--- config.mk ---
export PLATFORM = sky130hd
export DESIGN_NAME = bitrmw_top
export DESIGN_NICKNAME = d
export VERILOG_FILES = /design/src/rtl/bitrmw_pkg.sv /design/src/rtl/bitrmw_bitop.sv /design/src/rtl/bitrmw_decode.sv /design/src/rtl/bitrmw_iram.sv /design/src/rtl/bitrmw_bus_seq.sv /design/src/rtl/bitrmw_top.sv
export SDC_FILE = /design/constraint.sdc
export NUM_CORES = 2
export LEC_CHECK = 0
export ABC_CLOCK_PERIOD_IN_PS = 3940
export BUFFER_PORTS_ARGS = -buffer_cell sky130_fd_sc_hd__clkbuf_2
export CORE_MARGIN = 1
export CORE_UTILIZATION = 52
export DETAILED_ROUTE_END_ITERATION = 10
export MAX_ROUTING_LAYER = met4
export PLACE_DENSITY = 0.82
export SETUP_SLACK_MARGIN = 0.15
export SYNTH_ARGS = -nofsm -noshare
export SYNTH_HDL_FRONTEND = slang
export SYNTH_SLANG_ARGS = --single-unit
--- constraint.sdc ---
create_clock -name clk -period 3.94 [get_ports clk]
set_clock_uncertainty 0.1 [all_clocks]
set_input_delay 0.197 -clock clk [delete_from_list [all_inputs] [get_ports clk]]
set_output_delay 0.197 -clock clk [all_outputs]
set_load 0.01 [all_outputs]
--- src/rtl/bitrmw_pkg.sv ---
package bitrmw_pkg;

  typedef enum logic [1:0] {
    CLS_ALU   = 2'd0,
    CLS_LOAD  = 2'd1,
    CLS_STORE = 2'd2,
    CLS_RMW   = 2'd3
  } ins_cls_e;

  typedef enum logic [1:0] {
    BOP_CLR  = 2'd0,
    BOP_SET  = 2'd1,
    BOP_FLIP = 2'd2,
    BOP_KEEP = 2'd3
  } bitop_e;

  typedef enum logic [1:0] {
    BS_IDLE = 2'd0,
    BS_RD   = 2'd1,
    BS_MOD  = 2'd2,
    BS_WR   = 2'd3
  } bus_st_e;

endpackage

--- src/rtl/bitrmw_bitop.sv ---
module bitrmw_bitop #(
  parameter int DW = 32,
  localparam int BW = $clog2(DW)
) (
  input  logic [DW-1:0]       word_i,
  input  bitrmw_pkg::bitop_e  op_i,
  input  logic [BW-1:0]       pos_i,
  output logic [DW-1:0]       word_o
);
  import bitrmw_pkg::*;

  // One small mux per bit; only the addressed lane may change.
  for (genvar i = 0; i < DW; i++) begin : g_lane
    logic hit;
    assign hit = (pos_i == BW'(i));
    assign word_o[i] = !hit                ? word_i[i] :
                       (op_i == BOP_CLR)  ? 1'b0      :
                       (op_i == BOP_SET)  ? 1'b1      :
                       (op_i == BOP_FLIP) ? ~word_i[i] : word_i[i];
  end

  always_comb begin
    if (op_i == BOP_FLIP) begin
      assert_flip_one_R1: assert ($countones(word_o ^ word_i) == 1);
    end else begin
      assert_at_most_one_R1: assert ($countones(word_o ^ word_i) <= 1);
    end
  end

endmodule

--- src/rtl/bitrmw_decode.sv ---
module bitrmw_decode #(
  parameter int          ADDR_W    = 32,
  parameter int          IRAM_AW   = 6,
  parameter logic [31:0] IRAM_BASE = 32'h0
) (
  input  logic [ADDR_W-1:0]  addr_i,
  output logic               is_iram_o,
  output logic [IRAM_AW-1:0] idx_o
);
  localparam int HI_W = ADDR_W - IRAM_AW;
  localparam logic [HI_W-1:0] BASE_HI = IRAM_BASE[ADDR_W-1:IRAM_AW];

  assign is_iram_o = (addr_i[ADDR_W-1:IRAM_AW] == BASE_HI);
  assign idx_o     = addr_i[IRAM_AW-1:0];

endmodule

--- src/rtl/bitrmw_iram.sv ---
module bitrmw_iram #(
  parameter int DW = 32,
  parameter int AW = 6,
  localparam int DEPTH = 1 << AW
) (
  input  logic          clk,
  input  logic          rst,
  input  logic          st_en,
  input  logic [AW-1:0] st_idx,
  input  logic [DW-1:0] st_data,
  input  logic [AW-1:0] rd_idx,
  input  logic          ld_en,
  output logic          wb_valid,
  output logic [DW-1:0] rd_data,
  output logic          ld_valid,
  output logic [DW-1:0] ld_data
);
  logic [DW-1:0] mem [DEPTH];
  logic [AW-1:0] wb_idx;
  logic [DW-1:0] wb_data;

  // Array port: drains the buffer; no reset so it maps onto RAM.
  always_ff @(posedge clk) begin
    if (wb_valid) mem[wb_idx] <= wb_data;
  end

  always_ff @(posedge clk) begin
    if (rst) begin
      wb_valid <= 1'b0;
      wb_idx   <= '0;
      wb_data  <= '0;
    end else begin
      wb_valid <= st_en;
      if (st_en) begin
        wb_idx  <= st_idx;
        wb_data <= st_data;
      end
    end
  end

  assign rd_data = (wb_valid && wb_idx == rd_idx) ? wb_data : mem[rd_idx];

  always_ff @(posedge clk) begin
    if (rst) begin
      ld_valid <= 1'b0;
      ld_data  <= '0;
    end else begin
      ld_valid <= ld_en;
      if (ld_en) ld_data <= rd_data;
    end
  end

  assert_drain_R4: assert property (@(posedge clk) disable iff (rst)
    (wb_valid && !st_en) |=> !wb_valid);

  assert_ld_next_R10: assert property (@(posedge clk) disable iff (rst)
    ld_en |=> ld_valid);

endmodule

--- src/rtl/bitrmw_bus_seq.sv ---
module bitrmw_bus_seq #(
  parameter int ADDR_W = 32,
  parameter int DW     = 32,
  parameter int LAT_W  = 8,
  localparam int BW    = $clog2(DW)
) (
  input  logic               clk,
  input  logic               rst,
  input  logic               start,
  input  logic [ADDR_W-1:0]  start_addr,
  input  bitrmw_pkg::bitop_e start_op,
  input  logic [BW-1:0]      start_bit,
  output logic               busy,
  output logic               done,
  output logic [LAT_W-1:0]   lat,
  output logic               bus_req,
  output logic               bus_we,
  output logic [ADDR_W-1:0]  bus_addr,
  output logic [DW-1:0]      bus_wdata,
  input  logic [DW-1:0]      bus_rdata,
  input  logic               bus_ready
);
  import bitrmw_pkg::*;

  bus_st_e           st_q;
  logic [ADDR_W-1:0] addr_q;
  bitop_e            op_q;
  logic [BW-1:0]     bit_q;
  logic [DW-1:0]     data_q;
  logic [DW-1:0]     data_mod;
  logic [LAT_W-1:0]  cnt_q;

  bitrmw_bitop #(.DW(DW)) u_mod (
    .word_i(data_q), .op_i(op_q), .pos_i(bit_q), .word_o(data_mod)
  );

  always_ff @(posedge clk) begin
    if (rst) begin
      st_q   <= BS_IDLE;
      addr_q <= '0;
      op_q   <= BOP_KEEP;
      bit_q  <= '0;
      data_q <= '0;
      cnt_q  <= '0;
    end else begin
      unique case (st_q)
        BS_IDLE: if (start) begin
          st_q   <= BS_RD;
          addr_q <= start_addr;
          op_q   <= start_op;
          bit_q  <= start_bit;
          cnt_q  <= LAT_W'(1);
        end
        BS_RD: begin
          cnt_q <= cnt_q + LAT_W'(1);
          if (bus_ready) begin
            data_q <= bus_rdata;
            st_q   <= BS_MOD;
          end
        end
        BS_MOD: begin
          cnt_q  <= cnt_q + LAT_W'(1);
          data_q <= data_mod;
          st_q   <= BS_WR;
        end
        BS_WR: begin
          if (bus_ready) begin
            st_q  <= BS_IDLE;
            cnt_q <= '0;
          end else begin
            cnt_q <= cnt_q + LAT_W'(1);
          end
        end
        default: st_q <= BS_IDLE;
      endcase
    end
  end

  assign busy      = (st_q != BS_IDLE);
  assign done      = (st_q == BS_WR) && bus_ready;
  assign lat       = cnt_q + LAT_W'(1);
  assign bus_req   = (st_q == BS_RD) || (st_q == BS_WR);
  assign bus_we    = (st_q == BS_WR);
  assign bus_addr  = addr_q;
  assign bus_wdata = data_q;

  assert_start_reads_R5: assert property (@(posedge clk) disable iff (rst)
    start |=> (bus_req && !bus_we && bus_addr == $past(start_addr)));

  assert_read_gap_write_R5: assert property (@(posedge clk) disable iff (rst)
    (bus_req && !bus_we && bus_ready) |=> !bus_req ##1 (bus_req && bus_we));

  assert_wait_hold_R8: assert property (@(posedge clk) disable iff (rst)
    (bus_req && !bus_ready) |=> (bus_req && $stable(bus_we) && $stable(bus_addr)));

endmodule

--- src/rtl/bitrmw_top.sv ---
module bitrmw_top #(
  parameter int          ADDR_W    = 32,
  parameter int          DATA_W    = 32,
  parameter int          IRAM_AW   = 6,
  parameter logic [31:0] IRAM_BASE = 32'h0,
  parameter int          LAT_W     = 8,
  localparam int         BIT_W     = $clog2(DATA_W)
) (
  input  logic              clk,
  input  logic              rst,
  input  logic              ins_valid,
  input  logic [1:0]        ins_cls,
  input  logic [1:0]        ins_op,
  input  logic [ADDR_W-1:0] ins_addr,
  input  logic [BIT_W-1:0]  ins_bit,
  input  logic [DATA_W-1:0] ins_wdata,
  output logic              stall,
  output logic              done,
  output logic [LAT_W-1:0]  lat_last,
  output logic              ld_valid,
  output logic [DATA_W-1:0] ld_data,
  output logic              bus_req,
  output logic              bus_we,
  output logic [ADDR_W-1:0] bus_addr,
  output logic [DATA_W-1:0] bus_wdata,
  input  logic [DATA_W-1:0] bus_rdata,
  input  logic              bus_ready
);
  import bitrmw_pkg::*;

  ins_cls_e           cls;
  bitop_e             op;
  logic               is_iram;
  logic [IRAM_AW-1:0] idx;
  logic               is_mem, acc;
  logic               bus_busy, bus_done, bus_start;
  logic [LAT_W-1:0]   bus_lat;
  logic               wb_valid, iram_wait, iram_done;
  logic               st_en, ld_en;
  logic [DATA_W-1:0]  st_data, rd_data, rmw_new;
  logic [LAT_W-1:0]   cyc_i;

  assign cls = ins_cls_e'(ins_cls);
  assign op  = bitop_e'(ins_op);

  bitrmw_decode #(.ADDR_W(ADDR_W), .IRAM_AW(IRAM_AW), .IRAM_BASE(IRAM_BASE)) u_dec (
    .addr_i(ins_addr), .is_iram_o(is_iram), .idx_o(idx)
  );

  // Hazard resolution: a running bus operation locks out every memory
  // instruction; a full write buffer costs an internal RMW one drain cycle.
  assign is_mem    = ins_valid && (cls != CLS_ALU);
  assign iram_wait = ins_valid && (cls == CLS_RMW) && is_iram && !bus_busy && wb_valid;
  assign stall     = is_mem && (bus_busy || iram_wait);
  assign acc       = ins_valid && !stall;
  assign iram_done = acc && (cls == CLS_RMW) && is_iram;
  assign bus_start = acc && (cls == CLS_RMW) && !is_iram;
  assign st_en     = (acc && (cls == CLS_STORE) && is_iram) || iram_done;
  assign st_data   = iram_done ? rmw_new : ins_wdata;
  assign ld_en     = acc && (cls == CLS_LOAD) && is_iram;
  assign done      = iram_done || bus_done;

  bitrmw_iram #(.DW(DATA_W), .AW(IRAM_AW)) u_iram (
    .clk(clk), .rst(rst),
    .st_en(st_en), .st_idx(idx), .st_data(st_data),
    .rd_idx(idx), .ld_en(ld_en),
    .wb_valid(wb_valid), .rd_data(rd_data),
    .ld_valid(ld_valid), .ld_data(ld_data)
  );

  bitrmw_bitop #(.DW(DATA_W)) u_iram_mod (
    .word_i(rd_data), .op_i(op), .pos_i(ins_bit), .word_o(rmw_new)
  );

  bitrmw_bus_seq #(.ADDR_W(ADDR_W), .DW(DATA_W), .LAT_W(LAT_W)) u_bus (
    .clk(clk), .rst(rst),
    .start(bus_start), .start_addr(ins_addr), .start_op(op), .start_bit(ins_bit),
    .busy(bus_busy), .done(bus_done), .lat(bus_lat),
    .bus_req(bus_req), .bus_we(bus_we), .bus_addr(bus_addr),
    .bus_wdata(bus_wdata), .bus_rdata(bus_rdata), .bus_ready(bus_ready)
  );

  // Latency bookkeeping for internal-RAM operations (drain cycles only).
  always_ff @(posedge clk) begin
    if (rst) begin
      cyc_i    <= '0;
      lat_last <= '0;
    end else begin
      if (iram_done)      cyc_i <= '0;
      else if (iram_wait) cyc_i <= cyc_i + LAT_W'(1);
      if (bus_done)       lat_last <= bus_lat;
      else if (iram_done) lat_last <= cyc_i + LAT_W'(1);
    end
  end

  assert_alu_free_R7: assert property (@(posedge clk) disable iff (rst)
    (ins_valid && ins_cls == 2'd0) |-> !stall);

  assert_bus_lock_R6: assert property (@(posedge clk) disable iff (rst)
    (ins_valid && ins_cls != 2'd0 && bus_req) |-> stall);

  assert_lat_set_R9: assert property (@(posedge clk) disable iff (rst)
    done |=> (lat_last != '0));

  assert_done_single_R5: assert property (@(posedge clk) disable iff (rst)
    (bus_req && bus_we && bus_ready) |-> done);

endmodule

==> summary.txt <==
Outcome
  – Outcome: finished clean

Logic synthesis
  – Avg Cell Area, Syn: between 15 and 20 µm²
  – Seq/Total Area, Yosys: 73.93%
  – Post-synth ARST share: 0%
  – Synthesized area: 87760 µm²
  – Syn Nets: 4758
  – EDFF count, synth: 2048
  – Syn. warnings: 0
  – Cell variety after synth: slightly below 70
  – Synth Instances: around 4600
  – Top_reg_cell synth: edfxtp_1
  – Seq cells post-synth: between 2000 and 2500

STA
  – Crit share post-route: a little over nine tenths
  – Final Hold Viols: 0
  – Worst Hold Margin: around 0.059 ns
  – FMAX: 266.8 MHz
  – Setup TNS Final: 0 ns
  – Final setup vio count: 0
  – RSZ-0062 raised after global routing: no
  – Pins Over Slew Limit: 0
  – Actual slew at the worst max-slew pin: between 1 and 1.5 ns
  – Fin crit period: around 3.7 ns
  – Rel. slew slack: around 1.7%

GRT
  – Largest net degree at the start of global routing: 69
  – Total GRT Usage: 31.82%
  – Overflow after GRT: 0
  – First-pass GRT wire length: ~370 mm
  – Initial antenna violation count: 13
  – Number of global-route vias before repair: 51550

Cells and area
  – Number of fillers in the final layout: 10960
  – NumNets Final: ~5300
  – Layout cells sized above 1: 25.84%
  – Area Overhead vs Synth: 15.24%

Clocking
  – Clk root buf: clkbuf_16
  – CTS tree: yes
  – Worst skew pair latency: a little under 0.9 ns
  – Clock buffer depth: 3
  – Clock-pin slew on the worst setup and hold paths: ~0.070 ns
  – H-tree levels: 4
  – Clock sink count: roughly 2200
  – CTS buffer count: 198

Worst setup path
  – RR Endpoint: u_iram.wb_data[1]
  – Critical path cell sequence: dlygate4sd3_1 > buf_12 > buf_12 > mux4_2 > mux2i_1 > mux4_2 > mux2i_1 > mux2i_1 > nand3_1 > a21oi_1 > dlygate4sd3_1
  – Crit path top cell by count: mux2i_1
  – Setup CP Type: input pin to flop
  – Launch point of the worst reg-to-reg path: u_iram.wb_idx[1]
  – Worst setup SP type: input pin
  – Req. time, crit path: approximately 4.7 ns
  – Cell count of the worst reg-to-reg path: 10
  – Critical path startpoint: ins_addr[0]
  – Critical Path End Type: flop
  – Critical Path Slowest Stage Cell: dlygate4sd3_1
  – CP Max Fanout: between 40 and 50
  – Worst path max stage delay: 0.62 ns
  – R2r setup slk: roughly 0.39 ns
  – CP Data Arrival Time: about 4.5 ns
  – Worst Setup EP: u_iram.wb_data[24]

Power
  – Static Leak: 27.96 nW
  – Power Density: roughly 480 nW/µm²
  – Worst vdd ir: about 400 µV

Placed design
  – Buffers on Ports: around 220
  – GPL Wtd Cong: ~1
  – Hpwl dp: about 140 mm

Floorplanning
  – Die footprint: 170400 µm²
  – Starting Density: a little over half
  – Die Wd: between 400 and 500 µm
  – CORE AREA: approximately 170000 µm²
  – Row count: 150
  – Die height: a little over 400 µm
  – Io pins: approximately 220

Min path
  – Hold WC Path Type: input pin to flop

Routing
  – DR WL/cell: 35.38 µm
  – Iteration-0 DRC Markers: ~9600
  – Drt drc: 0
  – Via/cell ratio: between 6 and 7
  – Final ANT Viol Nets: 0
  – WL final: roughly 270 mm
  – Via count: around 53000
  – Pre-antenna DRT Iters: 7

Job
  – Max-cap violations: 0
-- sequential cells by signal, indices dropped and copies added (netlist names) --
register / cells
u_iram.ld_data: 32
u_bus.st_q: 2
cyc_i: 8
u_iram.mem: 2048
u_bus.bit_q: 5
lat_last: 8
u_bus.op_q: 2
u_iram.wb_valid: 1
u_iram.wb_idx: 6
u_bus.bus_addr: 32
u_bus.bus_wdata: 32
u_bus.cnt_q: 8
u_iram.wb_data: 32
u_iram.ld_valid: 1
-- through the flow --
step / setup slack, ns / area, µm² / instances / power, W / utilization (%)
final: 0.1926 / 101100 / 7547 / 0.04838 / 60.41
after detailed placement: 0.2618 / 92950 / 7005 / 0.02875 / 55.52
after floorplan: 0.2461 / 87760 / 4643 / 0.02784 / -
after CTS: 0.1990 / 101000 / 7531 / 0.04811 / 60.34
after global placement: 0.3168 / 92950 / 7005 / 0.02867 / 55.52
after global routing: 0.1744 / 101100 / 7541 / 0.04930 / 60.40
-- layer usage --
layer	vias up	part of all wire, %	global-route usage [%]
li1	19980	-	-
met1	26260	32	37.97
met2	5403	46	48.50
met3	1167	15	9.390
met4	0	6.8	18.05
met5	-	0	-
-- cells by family after synthesis --
logic type / count (synthesis) / synth area share, %
multiplexers: 785 / 15.81
AND/OR/NAND/NOR: 736 / 3.939
adder cells (fa/ha/maj): 6 / 0.08554
AO/OA/AOI/OAI: 571 / 4.164
buffers and inverters: 303 / 1.823
XOR/XNOR: 25 / 0.2495
flip-flops: 2217 / 73.93
-- layout by cell type (no fill, tap or decap), drive strengths merged, types with 7 or more instances in the layout --
cell	netlist	routed
edfxtp	2048	2048
mux4	479	479
clkbuf	125	468
mux2i	287	287
nand2	252	252
buf	165	236
nor2	216	216
a21oi	197	197
dfxtp	169	169
dlygate4sd3	0	153
clkinv	0	91
o21ai	79	79
o22ai	77	77
a311oi	47	47
nand3	46	46
nor3	45	45
nor2b	29	29
a22oi	27	27
a211oi	25	25
nor4	24	24
nor3b	21	21
a221oi	21	21
or3	19	19
mux2	19	19
nand2b	18	18
bufinv	0	18
and3	17	17
inv	13	16
diode	0	15
a31oi	15	15
xnor2	13	13
xor2	12	12
o32ai	12	12
nand3b	11	11
a21boi	10	10
or2	9	9
nand4	7	7
a22o	7	7
o211ai	7	7
-- worst max-delay path: cells and delay by family --
family | cells | cell delay, ns
mux | 5 | 1.94
buf+inv | 4 | 1.86
simple gates | 1 | 0.11
compound gates | 1 | 0.20
-- power by group --
group	total [W]	switching, W	leakage, nW	internal [W]
registers	0.0257	0.000185	15.8	0.0255
logic	0.00314	0.00190	8.99	0.00123
clock network	0.0196	0.00886	3.18	0.0107
total	0.0484	0.0109	28.0	0.0374
-- cell type report --
class	count	area, µm²	area share (%)
Inverter	13	55.05	0.05443
Antenna cell	15	37.54	0.03711
Clock inverter	118	1281	1.267
Clock buffer	255	5259	5.200
Multi-Input combinational cell	2123	21820	21.57
Timing Repair Buffer	602	5005	4.949
Sequential cell	2217	64920	64.19
Tap cell	2204	2758	2.727
-- cell usage after synthesis, types with 45 or more instances --
cell | count | area, µm²
a21oi_1 | 197 | 986.0
a311oi_1 | 47 | 411.6
buf_2 | 73 | 365.4
buf_4 | 53 | 397.9
clkbuf_1 | 125 | 469.2
dfxtp_1 | 169 | 3383
edfxtp_1 | 2048 | 61500
mux2i_1 | 287 | 2873
mux4_2 | 479 | 10790
nand2_1 | 252 | 945.9
nand3_1 | 46 | 230.2
nor2_1 | 216 | 810.8
nor3_1 | 45 | 225.2
o21ai_0 | 73 | 365.4
o22ai_1 | 77 | 481.7
-- how the worst min path moves through the flow --
stage            startpoint                 end  slack (ns)  depth (start not counted)
2_1_floorplan    ins_bit[1]      u_bus.bit_q[1]        0.23                          2
6_report       ins_addr[17]  u_bus.bus_addr[17]        0.06                          4
4_1_cts        ins_addr[17]  u_bus.bus_addr[17]       0.002                          4
5_1_grt        ins_addr[28]  u_bus.bus_addr[28]        0.08                          4
3_3_place_gp   ins_addr[24]  u_bus.bus_addr[24]        0.34                          3
3_5_place_dp    ins_addr[6]   u_bus.bus_addr[6]        0.34                          3
-- timing repair --
action                                 4_1_cts  5_1_grt
resized for setup                            0       13
hold buffers                               153        0
endpoints found under the hold margin      136        0
setup endpoints to repair                    0       17
setup buffers                                0        0
(Power assumes the default switching activity.)
